**config.mk**
```make
export PLATFORM = sky130hd
export DESIGN_NAME = msg_reorder_buf
export DESIGN_NICKNAME = d
export VERILOG_FILES = /design/src/rtl/msgbuf_pkg.sv /design/src/rtl/msgbuf_ctrl.sv /design/src/rtl/msgbuf_dpath.sv /design/src/rtl/msg_reorder_buf.sv
export SDC_FILE = /design/constraint.sdc
export NUM_CORES = 2
export LEC_CHECK = 0
export BUFFER_PORTS_ARGS = -buffer_cell sky130_fd_sc_hd__buf_2
export CORE_MARGIN = 4
export CORE_UTILIZATION = 47
export DETAILED_ROUTE_END_ITERATION = 7
export GPL_TIMING_DRIVEN = 0
export PLACE_DENSITY = 0.67
export SYNTH_ARGS = -nofsm -noshare
export SYNTH_HDL_FRONTEND = slang
export SYNTH_HIERARCHICAL = 1
export SYNTH_SLANG_ARGS = --single-unit
export TNS_END_PERCENT = 20
```
**constraint.sdc**
```tcl
create_clock -name clk -period 5.4 [get_ports clk]
set_input_delay 0.27 -clock clk [delete_from_list [all_inputs] [get_ports clk]]
set_output_delay 0.27 -clock clk [all_outputs]
set_load 0.02 [all_outputs]
```
**src/rtl/msgbuf_pkg.sv**
```systemverilog
package msgbuf_pkg;
  // strobes issued by the control to the datapath for one cycle
  typedef struct packed {
    logic acceptWr;   // store wrData this cycle
    logic pushChain;  // decryption ordering: push at slot 0
    logic capRes;     // load result buffer
    logic capReverse; // reverse the used slots while loading
    logic emitWord;   // shift one word out
  } bufStrobes_t;
endpackage

```
**src/rtl/msgbuf_ctrl.sv**
```systemverilog
module msgbuf_ctrl
  import msgbuf_pkg::*;
#(
  parameter int MIN_WORDS = 2,
  parameter int MAX_WORDS = 8,
  localparam int CNT_W  = $clog2(MAX_WORDS + 1),
  localparam int SLOT_W = $clog2(MAX_WORDS)
) (
  input  logic              clk,
  input  logic              rstN,
  input  logic              wrEn,
  input  logic              decMode,
  input  logic [CNT_W-1:0]  wordCount,
  input  logic              loadPulse,
  input  logic              resUpdate,
  input  logic              shiftEn,
  output bufStrobes_t       strb,
  output logic [SLOT_W-1:0] wrSlot,
  output logic [CNT_W-1:0]  nWords,
  output logic              dataAvail
);
  localparam logic [CNT_W-1:0] MinCnt = CNT_W'(MIN_WORDS);
  localparam logic [CNT_W-1:0] MaxCnt = CNT_W'(MAX_WORDS);

  logic [CNT_W-1:0] fillCnt;
  logic [CNT_W-1:0] outLeft;
  logic             availQ;
  logic [CNT_W-1:0] fillNext;

  always_comb begin
    if (wordCount < MinCnt)      nWords = MinCnt;
    else if (wordCount > MaxCnt) nWords = MaxCnt;
    else                         nWords = wordCount;
  end

  always_comb begin
    strb.acceptWr   = wrEn && !availQ && !loadPulse;
    strb.pushChain  = decMode;
    strb.capRes     = resUpdate;
    strb.capReverse = decMode;
    strb.emitWord   = shiftEn && !resUpdate && (outLeft != '0);
  end

  assign fillNext  = fillCnt + CNT_W'(1);
  assign wrSlot    = fillCnt[SLOT_W-1:0];
  assign dataAvail = availQ;

  always_ff @(posedge clk or negedge rstN) begin
    if (!rstN) begin
      fillCnt <= '0;
      availQ  <= 1'b0;
    end else if (loadPulse) begin
      fillCnt <= '0;
      availQ  <= 1'b0;
    end else if (strb.acceptWr) begin
      fillCnt <= fillNext;
      if (fillNext == nWords) availQ <= 1'b1;
    end
  end

  always_ff @(posedge clk or negedge rstN) begin
    if (!rstN)              outLeft <= '0;
    else if (resUpdate)     outLeft <= nWords;
    else if (strb.emitWord) outLeft <= outLeft - CNT_W'(1);
  end
endmodule

```
**src/rtl/msgbuf_dpath.sv**
```systemverilog
module msgbuf_dpath
  import msgbuf_pkg::*;
#(
  parameter int WORD_W    = 32,
  parameter int MAX_WORDS = 8,
  localparam int CNT_W  = $clog2(MAX_WORDS + 1),
  localparam int SLOT_W = $clog2(MAX_WORDS),
  localparam int FLAT_W = WORD_W * MAX_WORDS
) (
  input  logic              clk,
  input  logic              rstN,
  input  bufStrobes_t       strb,
  input  logic [SLOT_W-1:0] wrSlot,
  input  logic [CNT_W-1:0]  nWords,
  input  logic [WORD_W-1:0] wrData,
  input  logic [FLAT_W-1:0] resIn,
  output logic [FLAT_W-1:0] msgWords,
  output logic [WORD_W-1:0] dataOut,
  output logic              dataOutValid
);
  logic [WORD_W-1:0] slot   [MAX_WORDS];
  logic [WORD_W-1:0] rbuf   [MAX_WORDS];
  logic [WORD_W-1:0] resArr [MAX_WORDS];
  logic [WORD_W-1:0] capVal [MAX_WORDS];

  for (genvar i = 0; i < MAX_WORDS; i++) begin : g_word
    logic [CNT_W-1:0] revIdx;
    logic             inRange;

    assign resArr[i] = resIn[i*WORD_W +: WORD_W];
    assign msgWords[i*WORD_W +: WORD_W] = slot[i];
    assign revIdx  = nWords - CNT_W'(i) - CNT_W'(1);
    assign inRange = CNT_W'(i) < nWords;

    always_comb begin
      if (strb.capReverse && inRange) capVal[i] = resArr[revIdx[SLOT_W-1:0]];
      else                            capVal[i] = resArr[i];
    end

    // message slot: direct write or push chain
    if (i == 0) begin : g_head
      always_ff @(posedge clk or negedge rstN) begin
        if (!rstN) slot[i] <= '0;
        else if (strb.acceptWr && (strb.pushChain || wrSlot == SLOT_W'(i)))
          slot[i] <= wrData;
      end
    end else begin : g_tail
      always_ff @(posedge clk or negedge rstN) begin
        if (!rstN) slot[i] <= '0;
        else if (strb.acceptWr) begin
          if (strb.pushChain)              slot[i] <= slot[i-1];
          else if (wrSlot == SLOT_W'(i))   slot[i] <= wrData;
        end
      end
    end

    // result buffer: shifts toward slot 0
    if (i == MAX_WORDS - 1) begin : g_rtop
      always_ff @(posedge clk or negedge rstN) begin
        if (!rstN)              rbuf[i] <= '0;
        else if (strb.capRes)   rbuf[i] <= capVal[i];
        else if (strb.emitWord) rbuf[i] <= '0;
      end
    end else begin : g_rlow
      always_ff @(posedge clk or negedge rstN) begin
        if (!rstN)              rbuf[i] <= '0;
        else if (strb.capRes)   rbuf[i] <= capVal[i];
        else if (strb.emitWord) rbuf[i] <= rbuf[i+1];
      end
    end
  end

  always_ff @(posedge clk or negedge rstN) begin
    if (!rstN) begin
      dataOut      <= '0;
      dataOutValid <= 1'b0;
    end else begin
      dataOutValid <= strb.emitWord;
      dataOut      <= strb.emitWord ? rbuf[0] : '0;
    end
  end
endmodule

```
**src/rtl/msg_reorder_buf.sv**
```systemverilog
module msg_reorder_buf
  import msgbuf_pkg::*;
#(
  parameter int WORD_W    = 32,
  parameter int MIN_WORDS = 2,
  parameter int MAX_WORDS = 8,
  localparam int CNT_W  = $clog2(MAX_WORDS + 1),
  localparam int SLOT_W = $clog2(MAX_WORDS),
  localparam int FLAT_W = WORD_W * MAX_WORDS
) (
  input  logic              clk,
  input  logic              rstN,
  input  logic              wrEn,
  input  logic [WORD_W-1:0] wrData,
  input  logic              decMode,
  input  logic [CNT_W-1:0]  wordCount,
  input  logic              loadPulse,
  input  logic              resUpdate,
  input  logic [FLAT_W-1:0] resIn,
  input  logic              shiftEn,
  output logic [FLAT_W-1:0] msgWords,
  output logic              dataAvail,
  output logic [WORD_W-1:0] dataOut,
  output logic              dataOutValid
);
  bufStrobes_t       strb;
  logic [SLOT_W-1:0] wrSlot;
  logic [CNT_W-1:0]  nWords;

  msgbuf_ctrl #(.MIN_WORDS(MIN_WORDS), .MAX_WORDS(MAX_WORDS)) u_ctrl (
    .clk(clk), .rstN(rstN), .wrEn(wrEn), .decMode(decMode),
    .wordCount(wordCount), .loadPulse(loadPulse), .resUpdate(resUpdate),
    .shiftEn(shiftEn), .strb(strb), .wrSlot(wrSlot), .nWords(nWords),
    .dataAvail(dataAvail)
  );

  msgbuf_dpath #(.WORD_W(WORD_W), .MAX_WORDS(MAX_WORDS)) u_dpath (
    .clk(clk), .rstN(rstN), .strb(strb), .wrSlot(wrSlot), .nWords(nWords),
    .wrData(wrData), .resIn(resIn), .msgWords(msgWords), .dataOut(dataOut),
    .dataOutValid(dataOutValid)
  );
endmodule

```
* After elaboration in Yosys (flattened, before gate mapping) *
Cells that the tools add are included.

cells by class
  add/subtract/negate cells = 16
  multiply operators = 0
  div/mod/pow operators = 0
  $lt $le $gt $ge = 18
  equal/unequal tests = 8
  shifts and indexed selects = 0
  muxes and demuxes = 72
  bitwise operators = 8
  reduce and logical (&&, ||, !) cells = 37

operators by type and width
  kind                   number
  $mux W32               55
  $bmux W32 S3           8
  $ge A4 B4 Y1 const B   8
  $not A3 Y4             8
  $mux W4                6
  $sub A3 B1 Y3 const B  8
  $reduce_bool A2 Y1     10
  $lt A3 B4 Y1 const A   4
  $reduce_and A2 Y1      8
  $logic_and A1 B1 Y1    13
  $eq A3 B3 Y1 const B   4
  $sub A3 B3 Y3 const B  4
  $lt A1 B4 Y1 const A   2
  $lt A2 B4 Y1 const A   2
  $eq A3 B2 Y1 const B   2
  $sub A3 B2 Y3 const B  2
  $add A4 B1 Y4 const B  1
  $eq A4 B4 Y1           1
  $gt A4 B4 Y1 const B   1
  $lt A4 B2 Y1 const B   1
  $reduce_bool A4 Y1     1
  $sub A4 B1 Y4 const B  1
  $eq A3 B1 Y1 const B   1
  $logic_not A1 Y1       3
  other kinds (3)        5

word-level totals
  register bits after elaboration = 554
  latch bits = 0
  RAM bits = 0
  ROM bits = 0
  bits of input ports = 299
  output and inout port bits = 290
  logic and storage cells = 180
  memories kept = 0

* Logic depth before layout (Yosys ltp) *
  depth in word-level cells = 11
  mapped depth = 16
  mapped depth without buffers = 9

* Modules after synthesis *
Netlist, hierarchy kept.

modules (own cells, without submodules)
  module        times used  cells an instance  area an instance (µm²)  sequential area each (µm²)
  msgbuf_dpath  1           3430               36413.7                 13638.1
  msgbuf_ctrl   1           73                 653.1                   225.2

* Least setup slack after synthesis *
No wires, ideal clock.

  path kind = in2reg
  from = in wordCount[3]
  to = reg u_dpath/rbuf[212] (netlist name)
  setup time = 0.138 ns
  data arrival time = 3.365 ns
  data required time = 5.262 ns
  slack = 1.897 ns
  stages = 14
  buffers on the path = 7
  cells stage by stage = clkbuf_4 > nor3_1 > buf_2 > inv_2 > clkbuf_1 > buf_1 > ha_1 > buf_4 > buf_6 > clkbuf_1 > mux2_2 > mux4_1 > nor2_1 > o22ai_1

between the ends
  longest elaborated chain between the ends = 11
  elaborated cells between the ends (all ways) = 14
  those cells by class = 2 x add/sub; 3 x order compare; 7 x mux; 1 x bitwise; 1 x reduce/logical

ends and longest elaborated chain
  what                                         line                   text
  start, declared                              msg_reorder_buf.sv:16  input logic [CNT_W-1:0] wordCount,
  $gt A4 B4 Y1                                 msgbuf_ctrl.sv:32      else if (wordCount > MaxCnt) nWords = MaxCnt;
  $mux W4                                      msgbuf_ctrl.sv:32
  $mux W4 (*)                                  msgbuf_ctrl.sv:31      if (wordCount < MinCnt) nWords = MinCnt;
  net nWords[0]                                msg_reorder_buf.sv:28  logic [CNT_W-1:0] nWords;
  $sub A3 B1 Y3 (2 in a row)                   msgbuf_dpath.sv:32     assign revIdx = nWords - CNT_W'(i) - CNT_W'(1);
  $not A3 Y4 (not written as such)             msgbuf_dpath.sv:36     if (strb.capReverse && inRange) capVal[i] = resArr[revIdx[SLOT_W-1:0]];
  $bmux W32 S3                                 msgbuf_dpath.sv:36
  $mux W32 (not written as such) (2 in a row)  msgbuf_dpath.sv:36
  $mux W32 (*)                                 msgbuf_dpath.sv:36
  $mux W32 (*)                                 msgbuf_dpath.sv:67     else if (strb.capRes) rbuf[i] <= capVal[i];
  end signal, assigned by index                msgbuf_dpath.sv:67
  end signal, assigned by index                msgbuf_dpath.sv:68     else if (strb.emitWord) rbuf[i] <= rbuf[i+1];
  end, declared                                msgbuf_dpath.sv:22     logic [WORD_W-1:0] rbuf [MAX_WORDS];

The timed path passes the listed nets; every way through them passes the cells marked *. The select of a mux whose other input is x is not followed.
A chain may end at the register's enable or synchronous reset.

* Final worst setup path *
  from = in wordCount[2]
  to = reg u_dpath/rbuf[192] (netlist name)

The elaborated chain is that of the path after synthesis.

==> flow_summary.json <==
{
  "totalPowerFinal_mw": 15.60,
  "synth_async_sr_flop_share_pct": 100.0,
  "cts_sinks": 554,
  "setup_ws_ns": -0.2924,
  "cp.depth": 15,
  "instances_no_fill": 5380,
  "critical_path_start_type": "input pin",
  "post-route-period-util_pct": 105.4,
  "grt_first_pass_wirelength_um": 275200,
  "drt_drc_violations_left": 17,
  "synth-compound-area-share_pct": 17.92,
  "groute.usage.overall_pct": 46.42,
  "clk_transition_reported_paths_ns": 0.06,
  "synthXorXnorAreaFrac_pct": 0.3241,
  "grt_pass1_vias": 36970,
  "ant_nets": 0,
  "endpoint": "u_dpath/rbuf[192]",
  "antenna_violations_before_repair": 45,
  "syn-cell-area_um2": 37070,
  "ys_seq_elements": 554,
  "floorplan.rows": 102,
  "rsz_0062_raised_after_global_routing": "false",
  "postSynthNetCount": 3808,
  "initialDrtViolationCount": 6237,
  "post_synth_fa_ha_maj_area_fraction_pct": 0.2025,
  "combinational_family_with_the_most_area_after_synthesis": "multiplexers",
  "finalSetupViolCount": 71,
  "clock_tree.htree_level_count": 3,
  "largest_net_degree_at_the_start_of_global_routing": 108,
  "dr.pass1.iters": 8,
  "timing_worst_slew_pin_value_ns": 1.642,
  "post_dp_cell_area_um2": 41460,
  "synth.yosys.warnings": 6,
  "yosysTopAreaCell": "sky130_fd_sc_hd__dfrtp_1",
  "irDropWorstVdd_mv": 0.2141,
  "rrSetupSlack_ns": 1.05,
  "port_buffers": 586,
  "r2r_start": "u_ctrl/outLeft[0]",
  "path_cells": "buf_2 -> nor2_1 -> nor3_2 -> buf_2 -> inv_2 -> clkbuf_1 -> buf_1 -> ha_1 -> buf_4 -> buf_6 -> clkdlybuf4s15_1 -> mux2_2 -> mux4_1 -> nor2_1 -> o22ai_1",
  "ys_types": 51,
  "hold-worst-slack_ns": 0.008547,
  "postRouteWirelength_um": 200300,
  "timing.critical_path.from": "wordCount[2]",
  "floorplan.die.height_um": 288.8,
  "worstPathRequired_ns": 5.86,
  "worst_clock_skew_ns": 0.03492,
  "power_per_cell_area_nw_per_um2": 348.5,
  "worst-r2r-cell-count": 10,
  "synthesis.area_per_instance_um2": 10.58,
  "drv_cap": 5,
  "clkLatencyLatePin_ns": 0.66,
  "timing.setup.critical_path_class": "in -> reg",
  "hold_viol": 0,
  "place_ws_ns": -0.6315,
  "area.growth.synth_to_final_pct": 20.78,
  "critical-path-max-stage-delay_ns": 1.12,
  "synthMuxAreaShare_pct": 31.47,
  "synth_enable_flop_cells": 0,
  "die_area_um2": 83420,
  "yosysTopAreaCellShare_pct": 37.40,
  "place.detailed.hpwl_um": 139800,
  "clk_path_buf_depth": 3,
  "synth_seq_area_share_pct": 37.40,
  "cts.root.buffer_cell": "sky130_fd_sc_hd__clkbuf_16",
  "timing.critical_path.max_delay_family": "buffers and inverters",
  "start_util_pct": 47.61,
  "timing.final.crit_period_ns": 5.692,
  "synthTopCellsByArea": "sky130_fd_sc_hd__dfrtp_1, sky130_fd_sc_hd__mux4_2, sky130_fd_sc_hd__mux2_2, sky130_fd_sc_hd__mux2i_1, sky130_fd_sc_hd__nand2_1",
  "final-max-slew-violation-count": 54,
  "place.gp.congestion": 1.062,
  "die_w_um": 288.8,
  "num_vias": 38610,
  "tritoncts_buffer_count": 68,
  "core_um2": 77850,
  "boundaryPins": 589,
  "number_of_nets_at_the_end_of_the_flow": 4563,
  "tritoncts_clock_tree": "done",
  "postSynth.topFlopCell": "sky130_fd_sc_hd__dfrtp_1",
  "wl_per_cell_um": 37.23,
  "run_status": "finished with violations",
  "category_of_the_worst_setup_path_capture_point": "register",
  "post_synth_inst_count": 3503,
  "power.static_leakage_nw": 18.83,
  "grt.overflow.total": 0,
  "slew_headroom_pct": -9.493,
  "post_synth_and_or_nand_nor_area_fraction_pct": 8.584,
  "crit_slowest_cell": "sky130_fd_sc_hd__buf_1",
  "hold_path_class": "in -> reg",
  "n_fill_cell": 6815,
  "endpoint_of_the_worst_slack_reg_to_reg_timing_path": "u_dpath/dataOut[20]",
  "worst_path_buffer_plus_inverter_count": 8,
  "violations": "DRC, capacitance limit, slew limit, setup timing",
  "path_max_fanout": 11,
  "achievable-frequency_mhz": 175.7,
  "dp_cells": 5134,
  "via_per_inst": 7.177,
  "final_area_um2": 44770,
  "fraction_of_layout_instances_using_a_drive_strength_above_1_pct": 33.38,
  "worst_ep_arrival_time_ns": 6.15
}
## cells in the mapped netlist (25+ instances only)
library cell and count:
sky130_fd_sc_hd__buf_1 25, sky130_fd_sc_hd__a31oi_1 49, sky130_fd_sc_hd__a21oi_1 259, sky130_fd_sc_hd__clkbuf_1 220, sky130_fd_sc_hd__mux2_2 292, sky130_fd_sc_hd__mux2i_1 238
sky130_fd_sc_hd__o211ai_1 102, sky130_fd_sc_hd__and3_1 32, sky130_fd_sc_hd__o221a_2 85, sky130_fd_sc_hd__buf_2 71, sky130_fd_sc_hd__o22ai_1 134, sky130_fd_sc_hd__and2_1 54
sky130_fd_sc_hd__o21ai_0 333, sky130_fd_sc_hd__nand2_1 475, sky130_fd_sc_hd__nor2_1 53, sky130_fd_sc_hd__mux4_2 258, sky130_fd_sc_hd__nor2b_1 70, sky130_fd_sc_hd__dfrtp_1 554
sky130_fd_sc_hd__a22oi_1 32
## placed cells by master (no fill, tap or decap), types with 8 or more instances in the layout
master,Yosys,routed
sky130_fd_sc_hd__and2_1,54,54
sky130_fd_sc_hd__clkinv_2,0,8
sky130_fd_sc_hd__inv_1,11,11
sky130_fd_sc_hd__nor2_1,53,53
sky130_fd_sc_hd__clkbuf_8,0,16
sky130_fd_sc_hd__nand2_1,475,475
sky130_fd_sc_hd__mux4_2,258,258
sky130_fd_sc_hd__diode_2,0,32
sky130_fd_sc_hd__clkbuf_1,220,238
sky130_fd_sc_hd__mux2i_1,238,238
sky130_fd_sc_hd__and3_1,32,32
sky130_fd_sc_hd__o221a_2,85,85
sky130_fd_sc_hd__buf_1,25,25
sky130_fd_sc_hd__dlygate4sd3_1,0,92
sky130_fd_sc_hd__nand3_1,16,16
sky130_fd_sc_hd__o21ai_1,14,14
sky130_fd_sc_hd__o21ai_0,333,333
sky130_fd_sc_hd__dfrtp_1,554,554
sky130_fd_sc_hd__buf_4,16,16
sky130_fd_sc_hd__nor2b_1,70,70
sky130_fd_sc_hd__o211ai_1,102,102
sky130_fd_sc_hd__a211o_1,19,19
sky130_fd_sc_hd__a21oi_1,259,259
sky130_fd_sc_hd__buf_2,71,656
sky130_fd_sc_hd__a31oi_1,49,49
sky130_fd_sc_hd__a22oi_1,32,32
sky130_fd_sc_hd__clkbuf_16,0,68
sky130_fd_sc_hd__o22ai_1,134,134
sky130_fd_sc_hd__a211oi_1,18,18
sky130_fd_sc_hd__mux2_2,292,292
## logic make-up after synthesis
logic type,after synthesis
muxes,795
adders and majority gates,6
xor gates and xnor gates,12
AOI/OAI and AO/OA,1063
DFF,554
buffers and inverters,352
and+or+nand+nor,721
## sequential cells by signal, summed over array words and instances, names as in the netlist
signal	flops
u_dpath/msgWords	256
u_dpath/dataOut	32
u_dpath/dataOutValid	1
u_dpath/rbuf	256
u_ctrl/outLeft	4
u_ctrl/fillCnt	4
u_ctrl/dataAvail	1
## how the worst min path moves through the flow
stage          cells past startpoint             startpoint               endpoint
6_report                           3             resIn[114]      u_dpath/rbuf[146]
5_1_grt                            2             resIn[145]      u_dpath/rbuf[113]
4_1_cts                            3              resIn[63]      u_dpath/rbuf[223]
3_5_place_dp                       1                   rstN   u_dpath/msgWords[30]
3_3_place_gp                       2  u_dpath/msgWords[248]  u_dpath/msgWords[248]
2_1_floorplan                      0                   rstN       u_ctrl/dataAvail
## per-layer routing
layer	vias up	global-route usage, %	share of wire (%)	routed length (um)
met1	18670	54.45	33	65870
met4	28	34.23	9.7	19440
met3	1173	20.28	16	31700
met5	-	0.2907	0.10	203
met2	3804	67.60	41	83100
li1	14930	-	-	-
## worst register-to-register path: stages, from the launching register on
cell and delay [ns]:
sky130_fd_sc_hd__dfrtp_1 0.34, sky130_fd_sc_hd__inv_1 0.06, sky130_fd_sc_hd__ha_1 0.23, sky130_fd_sc_hd__inv_2 0.06
sky130_fd_sc_hd__o31ai_2 0.10, sky130_fd_sc_hd__nor2_1 0.46, sky130_fd_sc_hd__clkbuf_1 0.54, sky130_fd_sc_hd__clkbuf_1 0.74
sky130_fd_sc_hd__clkbuf_1 0.89, sky130_fd_sc_hd__clkbuf_1 0.63, sky130_fd_sc_hd__and2_1 0.23
## power by group
group / switching [mW] / leakage [nW] / internal [mW]
combinational: 3.40 / 11.0 / 2.02
clock: 2.02 / 1.10 / 2.64
sequential: 0.607 / 6.75 / 4.91
## layout make-up
class                   count  area, um2  share of cell area (%)
plain buffers             339       1476                   3.298
repair buffers            685       4031                   9.005
multi-input cells        2597      21710                   48.49
inverters                  13      48.80                  0.1090
flip-flops and latches    554      13860                   30.97
well taps                1040       1301                   2.907
diodes                     32      80.08                  0.1789
clock inverters            17      265.3                  0.5925
clock buffers             103       1993                   4.452
## timing repair
item / 4_1_cts / 5_1_grt
resized for setup: 0 / 4
hold buffers: 92 / 0
hold endpoints to repair: 162 / 0
setup endpoints to repair: 0 / 59
buffers inserted: 0 / 0
## metrics by stage
stage               setup TNS [ns]  util [%]
floorplan                        0         -
global placement          -4517.04     53.05
detailed placement          -42.92     53.26
CTS                              0     57.34
global route                     0     57.46
finish                      -6.459     57.51
Note: power is estimated with default switching activity, not from simulation.
